`config.mk`:
```
export PLATFORM = sky130hd
export DESIGN_NAME = par_load_if
export DESIGN_NICKNAME = d
export VERILOG_FILES = /design/src/rtl/par_load_pkg.sv /design/src/rtl/par_load_asm.sv /design/src/rtl/par_load_decode.sv /design/src/rtl/par_load_bank.sv /design/src/rtl/par_load_if.sv
export SDC_FILE = /design/constraint.sdc
export NUM_CORES = 1
export LEC_CHECK = 0
export BUFFER_PORTS_ARGS = -buffer_cell sky130_fd_sc_hd__buf_2
export CORE_AREA = 2 2 110 112
export CTS_CLUSTER_DIAMETER = 50
export DETAILED_ROUTE_END_ITERATION = 7
export DIE_AREA = 0 0 112 114
export GPL_TIMING_DRIVEN = 0
export PLACE_DENSITY_LB_ADDON = 0.08
export SLEW_MARGIN = 40
export SYNTH_ARGS = -nofsm -noshare
export SYNTH_HDL_FRONTEND = slang
export SYNTH_SLANG_ARGS = --single-unit
```
`constraint.sdc`:
```
create_clock -name clk -period 1.2 [get_ports clk]
set_clock_uncertainty 0.15 [all_clocks]
set_input_delay 0.18 -clock clk [delete_from_list [all_inputs] [get_ports clk]]
set_output_delay 0.18 -clock clk [all_outputs]
set_load 0.05 [all_outputs]
```
`src/rtl/par_load_pkg.sv`:
```
package par_load_pkg;

    localparam int WORD_W    = 32;
    localparam int WIDE_W    = 16;
    localparam int NARROW_W  = 8;
    localparam int PHASE_W   = 16;
    localparam int CODE_W    = 4;
    localparam int NUM_FREQ  = 2;
    localparam int NUM_PHASE = 2;

    // configuration word layout, taken from the low staging bits
    typedef struct packed {
        logic sync_off;
        logic amp_en;
        logic sleep;
        logic wide;
    } cfg_t;

    localparam int   CFG_W     = $bits(cfg_t);
    localparam cfg_t CFG_RESET = '0;

    typedef enum logic [CODE_W-1:0] {
        XFER_CFG        = 4'b0000,
        XFER_FREQ_BASE  = 4'b1000,
        XFER_PHASE_BASE = 4'b1010
    } xfer_code_e;

    // true when code addresses entry idx of a group starting at base
    function automatic logic code_hits(logic [CODE_W-1:0] code,
                                       xfer_code_e base, int idx);
        return code == CODE_W'(int'(base) + idx);
    endfunction

endpackage

```
`src/rtl/par_load_asm.sv`:
```
module par_load_asm
    import par_load_pkg::*;
#(
    parameter int WORD_W_P   = WORD_W,
    parameter int WIDE_W_P   = WIDE_W,
    parameter int NARROW_W_P = NARROW_W
) (
    input  logic                  clk,
    input  logic                  rst,
    input  logic                  wr_en,
    input  logic [WIDE_W_P-1:0]   wr_data,
    input  logic                  wide,
    output logic [WORD_W_P-1:0]   asm_q
);
    localparam int KEEP_WIDE   = WORD_W_P - WIDE_W_P;
    localparam int KEEP_NARROW = WORD_W_P - NARROW_W_P;

    logic [WORD_W_P-1:0] asm_d;

    always_comb begin
        asm_d = asm_q;
        if (wr_en) begin
            if (wide)
                asm_d = {asm_q[KEEP_WIDE-1:0], wr_data};
            else
                asm_d = {asm_q[KEEP_NARROW-1:0], wr_data[NARROW_W_P-1:0]};
        end
    end

    always_ff @(posedge clk) begin
        if (rst) asm_q <= '0;
        else     asm_q <= asm_d;
    end


    narrow_shift_chk: assert property (@(posedge clk) disable iff (rst)
        (wr_en && !wide) |=> (asm_q[NARROW_W_P-1:0] == $past(wr_data[NARROW_W_P-1:0])
                              && asm_q[WORD_W_P-1:NARROW_W_P] == $past(asm_q[KEEP_NARROW-1:0])));


    wide_shift_chk: assert property (@(posedge clk) disable iff (rst)
        (wr_en && wide) |=> (asm_q[WIDE_W_P-1:0] == $past(wr_data)
                             && asm_q[WORD_W_P-1:WIDE_W_P] == $past(asm_q[KEEP_WIDE-1:0])));


    staging_hold_chk: assert property (@(posedge clk) disable iff (rst)
        !wr_en |=> $stable(asm_q));

endmodule

```
`src/rtl/par_load_decode.sv`:
```
module par_load_decode
    import par_load_pkg::*;
#(
    parameter int NUM_FREQ_P  = NUM_FREQ,
    parameter int NUM_PHASE_P = NUM_PHASE
) (
    input  logic                   ld_en,
    input  logic [CODE_W-1:0]      ld_code,
    output logic                   sel_cfg,
    output logic [NUM_FREQ_P-1:0]  sel_freq,
    output logic [NUM_PHASE_P-1:0] sel_phase,
    output logic                   hit
);
    assign sel_cfg = ld_en && (ld_code == XFER_CFG);

    for (genvar i = 0; i < NUM_FREQ_P; i++) begin : g_freq
        assign sel_freq[i] = ld_en && code_hits(ld_code, XFER_FREQ_BASE, i);
    end

    for (genvar j = 0; j < NUM_PHASE_P; j++) begin : g_phase
        assign sel_phase[j] = ld_en && code_hits(ld_code, XFER_PHASE_BASE, j);
    end

    assign hit = sel_cfg || (|sel_freq) || (|sel_phase);

endmodule

```
`src/rtl/par_load_bank.sv`:
```
module par_load_bank #(
    parameter int W = 32,
    parameter int N = 2
) (
    input  logic                clk,
    input  logic                rst,
    input  logic [N-1:0]        sel,
    input  logic [W-1:0]        din,
    output logic [N-1:0][W-1:0] q
);
    always_ff @(posedge clk) begin
        if (rst) begin
            q <= '0;
        end else begin
            for (int i = 0; i < N; i++) begin
                if (sel[i]) q[i] <= din;
            end
        end
    end


    bank_hold_chk: assert property (@(posedge clk) disable iff (rst)
        !(|sel) |=> $stable(q));

    for (genvar i = 0; i < N; i++) begin : g_chk

        load_take_chk: assert property (@(posedge clk) disable iff (rst)
            sel[i] |=> (q[i] == $past(din)));
    end

endmodule

```
`src/rtl/par_load_if.sv`:
```
module par_load_if
    import par_load_pkg::*;
#(
    parameter int NUM_FREQ_P  = NUM_FREQ,
    parameter int NUM_PHASE_P = NUM_PHASE
) (
    input  logic                                clk,
    input  logic                                rst,
    input  logic                                wr_en,
    input  logic [WIDE_W-1:0]                   wr_data,
    input  logic                                ld_en,
    input  logic [CODE_W-1:0]                   ld_code,
    output logic                                bus_wide_o,
    output logic                                sleep_o,
    output logic                                amp_en_o,
    output logic                                sync_en_o,
    output logic [NUM_FREQ_P-1:0][WORD_W-1:0]   freq_o,
    output logic [NUM_PHASE_P-1:0][PHASE_W-1:0] phase_o
);
    logic [WORD_W-1:0]      asm_q;
    cfg_t                   cfg_q;
    logic                   sel_cfg;
    logic [NUM_FREQ_P-1:0]  sel_freq;
    logic [NUM_PHASE_P-1:0] sel_phase;
    logic                   hit;

    par_load_asm #(
        .WORD_W_P(WORD_W), .WIDE_W_P(WIDE_W), .NARROW_W_P(NARROW_W)
    ) u_asm (
        .clk(clk), .rst(rst), .wr_en(wr_en), .wr_data(wr_data),
        .wide(cfg_q.wide), .asm_q(asm_q)
    );

    par_load_decode #(
        .NUM_FREQ_P(NUM_FREQ_P), .NUM_PHASE_P(NUM_PHASE_P)
    ) u_dec (
        .ld_en(ld_en), .ld_code(ld_code), .sel_cfg(sel_cfg),
        .sel_freq(sel_freq), .sel_phase(sel_phase), .hit(hit)
    );

    par_load_bank #(.W(WORD_W), .N(NUM_FREQ_P)) u_freq (
        .clk(clk), .rst(rst), .sel(sel_freq), .din(asm_q), .q(freq_o)
    );

    par_load_bank #(.W(PHASE_W), .N(NUM_PHASE_P)) u_phase (
        .clk(clk), .rst(rst), .sel(sel_phase), .din(asm_q[PHASE_W-1:0]), .q(phase_o)
    );

    always_ff @(posedge clk) begin
        if (rst)          cfg_q <= CFG_RESET;
        else if (sel_cfg) cfg_q <= cfg_t'(asm_q[CFG_W-1:0]);
    end

    assign bus_wide_o = cfg_q.wide;
    assign sleep_o    = cfg_q.sleep;
    assign amp_en_o   = cfg_q.amp_en;
    assign sync_en_o  = !cfg_q.sync_off;


    cfg_reset_chk: assert property (@(posedge clk)
        rst |=> (!bus_wide_o && !sleep_o && !amp_en_o && sync_en_o));


    cfg_hold_chk: assert property (@(posedge clk) disable iff (rst)
        !sel_cfg |=> $stable(cfg_q));


    unused_code_chk: assert property (@(posedge clk) disable iff (rst)
        (ld_en && !hit) |=> ($stable(cfg_q) && $stable(freq_o) && $stable(phase_o)));


    write_only_chk: assert property (@(posedge clk) disable iff (rst)
        (wr_en && !ld_en) |=> ($stable(cfg_q) && $stable(freq_o) && $stable(phase_o)));

endmodule

```
Word level (Yosys, flattened, before mapping)
Index checks and enable logic that the tools add are counted.
- output and inout port bits: 100
- logic and storage cells: 21
- register bits after elaboration: 132
- reductions and logical operators: 7
- equality and inequality tests: 4
- muxes and demuxes: 1
- operators by type and width (cell ; count):
    32-bit 2-to-1 mux ; 1
    4-bit equality test (second input constant) ; 4
    1-bit logical AND ; 5
    4-bit zero test ; 1
    1-bit zero test ; 1

Longest topological paths before layout
Gate-level depths: netlist (run 1).
- depth in word-level cells: 2
- mapped depth: 6

By module
Synthesis (run 1) repeated with hierarchy kept, for this count alone.
- cells, all modules: 465
- area, all modules: 5071.1 um2
- by module, submodules not included (module ; area each (um2) ; cells an instance ; seq. area each (um2) ; times used):
    par_load_bank at u_freq ; 2339.7 ; 207 ; 1281.2 ; 1
    par_load_asm ; 1356.3 ; 132 ; 640.6 ; 1
    par_load_bank at u_phase ; 1157.4 ; 103 ; 640.6 ; 1
    par_load_if ; 143.9 ; 14 ; 80.1 ; 1
    par_load_decode ; 73.8 ; 9 ; 0.0 ; 1

Worst setup path after synthesis (run 1)
No wires, ideal clock.
- kind: register to register
- from: reg cfg_q (netlist bit bus_wide_o)
- to: reg u_asm.asm_q[10]
- data arrival time: 1357 ps
- required time: 912 ps
- stages on the path, launching flop included: 5
- slack: -445 ps
- cells stage by stage: dfxtp_1 > buf_2 > buf_4 > mux2i_1 > a211oi_1
- longest elaborated chain between the ends: 1
- RTL lines (what ; RTL line ; RTL):
    from (decl) ; par_load_if.sv:21 ; cfg_t cfg_q;
    from (signal assigned) ; par_load_if.sv:51 ; else if (sel_cfg) cfg_q <= cfg_t'(asm_q[CFG_W-1:0]);
    32-bit 2-to-1 mux ; par_load_asm.sv:23 ; if (wide)
    to (signal assigned) ; par_load_asm.sv:32 ; else asm_q <= asm_d;
    to (decl) ; par_load_asm.sv:13 ; output logic [WORD_W_P-1:0] asm_q
No other way between the ends.
A chain may end at the register's enable or synchronous reset.

Worst setup path after layout (run 1)
- from: reg cfg_q (netlist bit bus_wide_o)
- to: reg u_asm.asm_q[26]
The elaborated chain is that of the path after synthesis.

==> out/metrics.csv, run 1 <==
metric,value,unit
met1 Usage GRT,0.287,
GR Util met3,0.0579,
Final Hold Viols,0,
most frequent cells in the layout,"132 x nand2b_1, 127 x mux2i_1, 99 x dfxtp_2",
antenna cells,0,
CP Launch Type,flip-flop,
Worst Hold Class,input port to flip-flop,
net count after synthesis,522,
Cell Pwr Density,1200,mW/mm^2
Worst Setup Path Type,flip-flop to flip-flop,
Worst slew margin,0.593,
Worst-Margin Slew,0.610,ns
maximum number of pins on one net before global-route repair,17,
Die W,112,um
Area after DPL,0.00623,mm^2
DR DRC count,0,
Setup crit end kind,flip-flop,
CP top delay family,flip-flops,
core area,0.0117,mm^2
total power,0.0101,W
synthesis-to-layout area growth,55.3,%
die area,0.0128,mm^2
clock transition at the registers of the reported paths,0.06,ns
Initial DRC Count,241,
clk sink count,132,
"Seq/Total Area, Yosys",0.489,
Synth top area share,0.489,
CP Cell Sequence,buf_8 -> buf_12 -> mux2i_4 -> a211oi_2,
fmax,0.787,GHz
"Largest stage delay, worst path",0.36,ns
total leakage power,3.68,nW
initial antenna violation count,0,
first-pass GRT wire length,23.2,mm
DR pass1 iterations,4,
outcome,finished with violations,
grt ovf,0,
Peak VDD IR,0.921,mV
max cap viols,0,
failing checks,setup timing,
"commonest non-fill, non-tap cell in the layout",nand2b_1,
Port-buffer cells,121,
Synth Instances,498,
Via Count,4253,
count of final setup violators,119,
clock insertion delay at the later pin of the skew report,0.41,ns
Ports,124,
number of buffers created by CTS,17,
post-synthesis area per instance,10.8,um^2
M2 GR Usage,0.404,
worst endpoint data arrival time,1.40,ns
Crit-path slowest cell,dfxtp_4,
Seq cells post-synth,132,
vias in the first global route,4398,
num rows,40,
CP bufs+invs,2,
starting density of the core,0.461,
global routing's busiest layer,met2,
setup repair after global routing missed its margin,true,
largest cells by area after synthesis,"dfxtp_1 49%, mux2i_1 24%, nand2b_1 15%",
CTS root buf,clkbuf_16,
GRT Util Overall,0.234,
Netlist cell types,17,
share of layout cells above drive strength 1,0.462,
Final #Nets,716,
HPWL after DPL,9.76,mm
WL/cell,17.6,um
Period minus WS final,1.27,ns
clk buf depth,2,
routed wire length,15.0,mm
routability cong.,0.784,
Die H,114,um
Syn. warnings,0,
Slew Limit Fails,0,
CTS tree,done,
final setup margin,-0.0703,ns
Final period util,1.06,
CP Data Required Time,1.33,ns
H-Tree Depth,4,
crit path max fanout,6,
post-layout instance area,0.00839,mm^2
Yosys top cell by area,dfxtp_1,
Mapped Area,0.00540,mm^2
Antenna Nets Post-Route,0,
drt via density,5.00,
-- metrics by stage --
step	util	hold WS (ns)	TNS (ns)	instances	worst slack, ns
after floorplan	-	0.177	-2.96	498	-0.0594
after global placement	0.532	0.267	-42.12	766	-0.528
after detailed placement	0.532	0.281	-43.13	766	-0.524
after CTS	0.684	0.00748	-4.47	824	-0.0919
after global routing	0.716	0.00920	-7.06	851	-0.0971
final	0.716	0.00210	-3.37	851	-0.0703
-- layer usage --
metal  part of all wire  wire length (um)
met5                  0                 0
met4              0.014               212
met3              0.043               651
met2               0.51              7670
met1               0.43              6450
-- timing repair --
| action | 4_1_cts | 5_1_grt |
|---|---|---|
| pin swaps | 4 | 6 |
| setup buffers | 12 | 27 |
| hold endpoints to repair | 19 | 0 |
| endpoints found under the setup margin | 147 | 126 |
| gates cloned | 1 | 0 |
| gates resized for setup | 355 | 50 |
| hold buffers | 14 | 0 |
-- worst register-to-register path, cell delays in order (launching register included) --
cell and delay, ns:
dfxtp_4 0.36, buf_8 0.14, buf_12 0.14, mux2i_4 0.26
a211oi_2 0.09
-- sequential cells by signal, summed over array words and instances (netlist names) --
name	cells
u_freq.q	64
u_asm.asm_q	32
u_phase.q	32
amp_en_o	1
bus_wide_o	1
cfg_q	1
sleep_o	1
-- Yosys cell counts (all sizes together) --
master / n
mux2i: 132
nor2b: 1
nand4b: 2
buf: 18
clkbuf: 20
nand2b: 132
nand3b: 1
and3: 1
dfxtp: 132
nor2: 33
nand4: 1
a211oi: 24
inv: 1
-- layout make-up --
cell class	instances	area, um^2
Inverter	1	3.75
Clock inverter	9	78.8
Fill cell	824	3320
Sequential cell	132	2770
Clock buffer	22	474
Buffer	38	278
Timing Repair Buffer	175	2000
Multi-Input combinational cell	327	2600
Tap cell	147	184
-- logic make-up (layout without fill, tap and decap cells) --
| group | after synthesis | after routing | synth area share |
|---|---|---|---|
| compound gates | 24 | 24 | 0.0333 |
| buf+inv | 39 | 245 | 0.0421 |
| flops | 132 | 132 | 0.489 |
| mux | 132 | 132 | 0.245 |
| simple gates | 171 | 171 | 0.191 |
-- path summary, 6_finish.rpt --
| kind | start | to | slack [ns] | depth (start not counted) |
|---|---|---|---|---|
| hold / removal | wr_data[8] | u_asm.asm_q[8] | 0.002 | 3 |
| setup reg to reg | bus_wide_o | u_asm.asm_q[26] | -0.07 | 4 |
| hold reg to reg | u_phase.q[20] | u_phase.q[20] | 0.33 | 2 |
| setup / recovery | bus_wide_o | u_asm.asm_q[26] | -0.07 | 4 |
-- power breakdown --
group,internal [W],leakage [nW],switching (W)
registers,0.00447,1.12,0.0000909
clock network,0.00298,0.268,0.00184
logic,0.000332,2.29,0.000384
total,0.00779,3.68,0.00232
(Power assumes the default switching activity.)
==> inputs of run 2 (changes only) <==
--- a/config.mk
+++ b/config.mk
@@ -12,6 +12,7 @@
 export DIE_AREA = 0 0 112 114
 export GPL_TIMING_DRIVEN = 0
 export PLACE_DENSITY_LB_ADDON = 0.08
+export SKIP_CTS_REPAIR_TIMING = 1
 export SLEW_MARGIN = 40
 export SYNTH_ARGS = -nofsm -noshare
 export SYNTH_HDL_FRONTEND = slang
==> out/metrics.csv, run 2 (synthesis results as in run 1) <==
metric,value,unit,change
final setup margin,-0.0752,ns,-0.00486 ns
Slew Limit Fails,0,,unchanged
vias in the first global route,4011,,-8.8%
starting density of the core,0.461,,unchanged
"worst slack, placed",-0.524,ns,unchanged
Worst Hold Class,input port to flip-flop,,
clk sink count,132,,unchanged
Final Hold Viols,8,,+8
total leakage power,3.61,nW,-1.9%
fin cells,840,,-1.3%
setup repair after global routing missed its margin,true,,
CP Cell Sequence,buf_12 -> buf_12 -> mux2i_4 -> a211oi_2,,
"commonest non-fill, non-tap cell in the layout",nand2b_1,,
placed cell count,766,,unchanged
Die H,114,um,unchanged
num rows,40,,unchanged
Final #Nets,705,,-1.5%
hold depth,3,,unchanged
Antenna Nets Post-Route,0,,unchanged
hold_ws,-0.0184,ns,-0.0205 ns
Final period util,1.06,,+0.00405
highest metal used,met4,,
routability cong.,0.784,,unchanged
worst endpoint data arrival time,1.40,ns,about the same
H-Tree Depth,4,,unchanged
drt via density,5.06,,+1.2%
HPWL after DPL,9.76,mm,unchanged
outcome,finished with violations,,
GRT Util Overall,0.217,,-0.0168
Top Registers,"u_freq.q x64, u_asm.asm_q x32, u_phase.q x32",,
most frequent cells in the layout,"132 x nand2b_1, 127 x mux2i_1, 99 x dfxtp_2",,
Period minus WS final,1.28,ns,+0.00486 ns
CTS tree,done,,
Initial DRC Count,252,,+4.6%
number of fill cells,849,,+3.0%
Ports,124,,unchanged
"most used cell, CP",buf_12,,
initial antenna violation count,0,,unchanged
met1 WL,6.44,mm,-0.20%
CTS root buf,clkbuf_16,,
CP Launch Type,flip-flop,,
Setup crit end kind,flip-flop,,
CP Data Required Time,1.32,ns,about the same
Die W,112,um,unchanged
wire length on met3,687,um,+5.5%
met2 wire len,7.76,mm,+1.2%
Worst slew margin,0.584,,-0.00864
Worst-Margin Slew,0.623,ns,+0.0130 ns
clk buf depth,2,,unchanged
failing checks,"hold timing, setup timing",,
clock transition at the registers of the reported paths,0.05,ns,about the same
Via Count,4247,,-0.14%
crit path max fanout,6,,unchanged
die area,0.0128,mm^2,unchanged
max cap viols,0,,unchanged
synthesis-to-layout area growth,52.9,%,
Storage cell area,0.00277,mm^2,unchanged
share of layout cells above drive strength 1,0.460,,-0.00133
core area,0.0117,mm^2,unchanged
DR pass1 iterations,4,,unchanged
WL/cell,17.9,um,+1.7%
Peak VDD IR,0.911,mV,-1.1%
Port-buffer cells,121,,unchanged
first-pass GRT wire length,21.4,mm,-8.1%
R2R depth,4,,unchanged
Largest register FFs,64,,unchanged
fmax,0.784,GHz,-0.38%
maximum number of pins on one net before global-route repair,17,,unchanged
antenna cells,0,,unchanged
Worst Setup Path Type,flip-flop to flip-flop,,
post-layout util,0.705,,-0.0111
Crit-path slowest cell,dfxtp_4,,
Cell Pwr Density,1220,mW/mm^2,+1.6%
clock insertion delay at the later pin of the skew report,0.42,ns,about the same
routed wire length,15.0,mm,+0.35%
"Largest stage delay, worst path",0.36,ns,about the same
number of buffers created by CTS,17,,unchanged
DR DRC count,0,,unchanged
count of final setup violators,116,,-2.5%
grt ovf,0,,unchanged
area of the multi-input gates,0.00261,mm^2,+0.53%
Largest Register,u_freq.q,,
## run 2: changes by cell type in the layout (fill, tap and decap cells not counted), moves of 2 or more
cell           previous run  this run
buf_6                    20        41
buf_8                    88        67
buf_4                    43        34
dlygate4sd3_1            14        10
clkbuf_16                17        19
## run 2: critical path, delay by kind of cell, from the launching register on
| kind | cells | cell delay (ns) |
|---|---|---|
| DFF | 1 | 0.36 |
| AOI/OAI and AO/OA | 1 | 0.09 |
| muxes | 1 | 0.26 |
| buffers and inverters | 2 | 0.28 |
## run 2: final timing paths
check	end	from	slack, ns
min reg2reg	u_freq.q[18]	u_freq.q[18]	0.33
max	u_asm.asm_q[26]	bus_wide_o	-0.08
max reg2reg	u_asm.asm_q[26]	bus_wide_o	-0.08
min	u_asm.asm_q[10]	wr_data[10]	-0.02
## run 2: layer usage
layer | GRT usage | vias to the layer above
li1 | - | 2046
met3 | 0.0563 | 12
met1 | 0.269 | 2067
met4 | 0.0724 | 0
met2 | 0.371 | 122
met5 | 0 | -
## run 2: stage by stage
step,total power [W],instance area (um^2),hold slack (ns),setup TNS (ns)
2_1_floorplan,0.00504,5440,0.177,-2.96
3_3_place_gp,0.00524,6230,0.267,-42.12
3_5_place_dp,0.00525,6230,0.281,-43.13
4_1_cts,0.0101,6790,-0.144,-17.48
5_1_grt,0.0104,8260,-0.00206,-7.14
6_report,0.0101,8260,-0.0184,-3.50
## run 2: final cells by class
cell class              instances  share of cell area
repair buffers                164               0.225
plain buffers                  38              0.0342
multi-input cells             327               0.316
flip-flops and latches        132               0.335
inverters                       1            0.000454
clock buffers                  22              0.0574
well taps                     147              0.0223
clock inverters                 9             0.00954
## run 2: power breakdown
part           total [W]  leakage (nW)  internal, W  switching (W)
sequential       0.00456          1.12      0.00447      0.0000925
combinational   0.000706          2.22     0.000322       0.000385
clock            0.00483         0.268      0.00298        0.00185
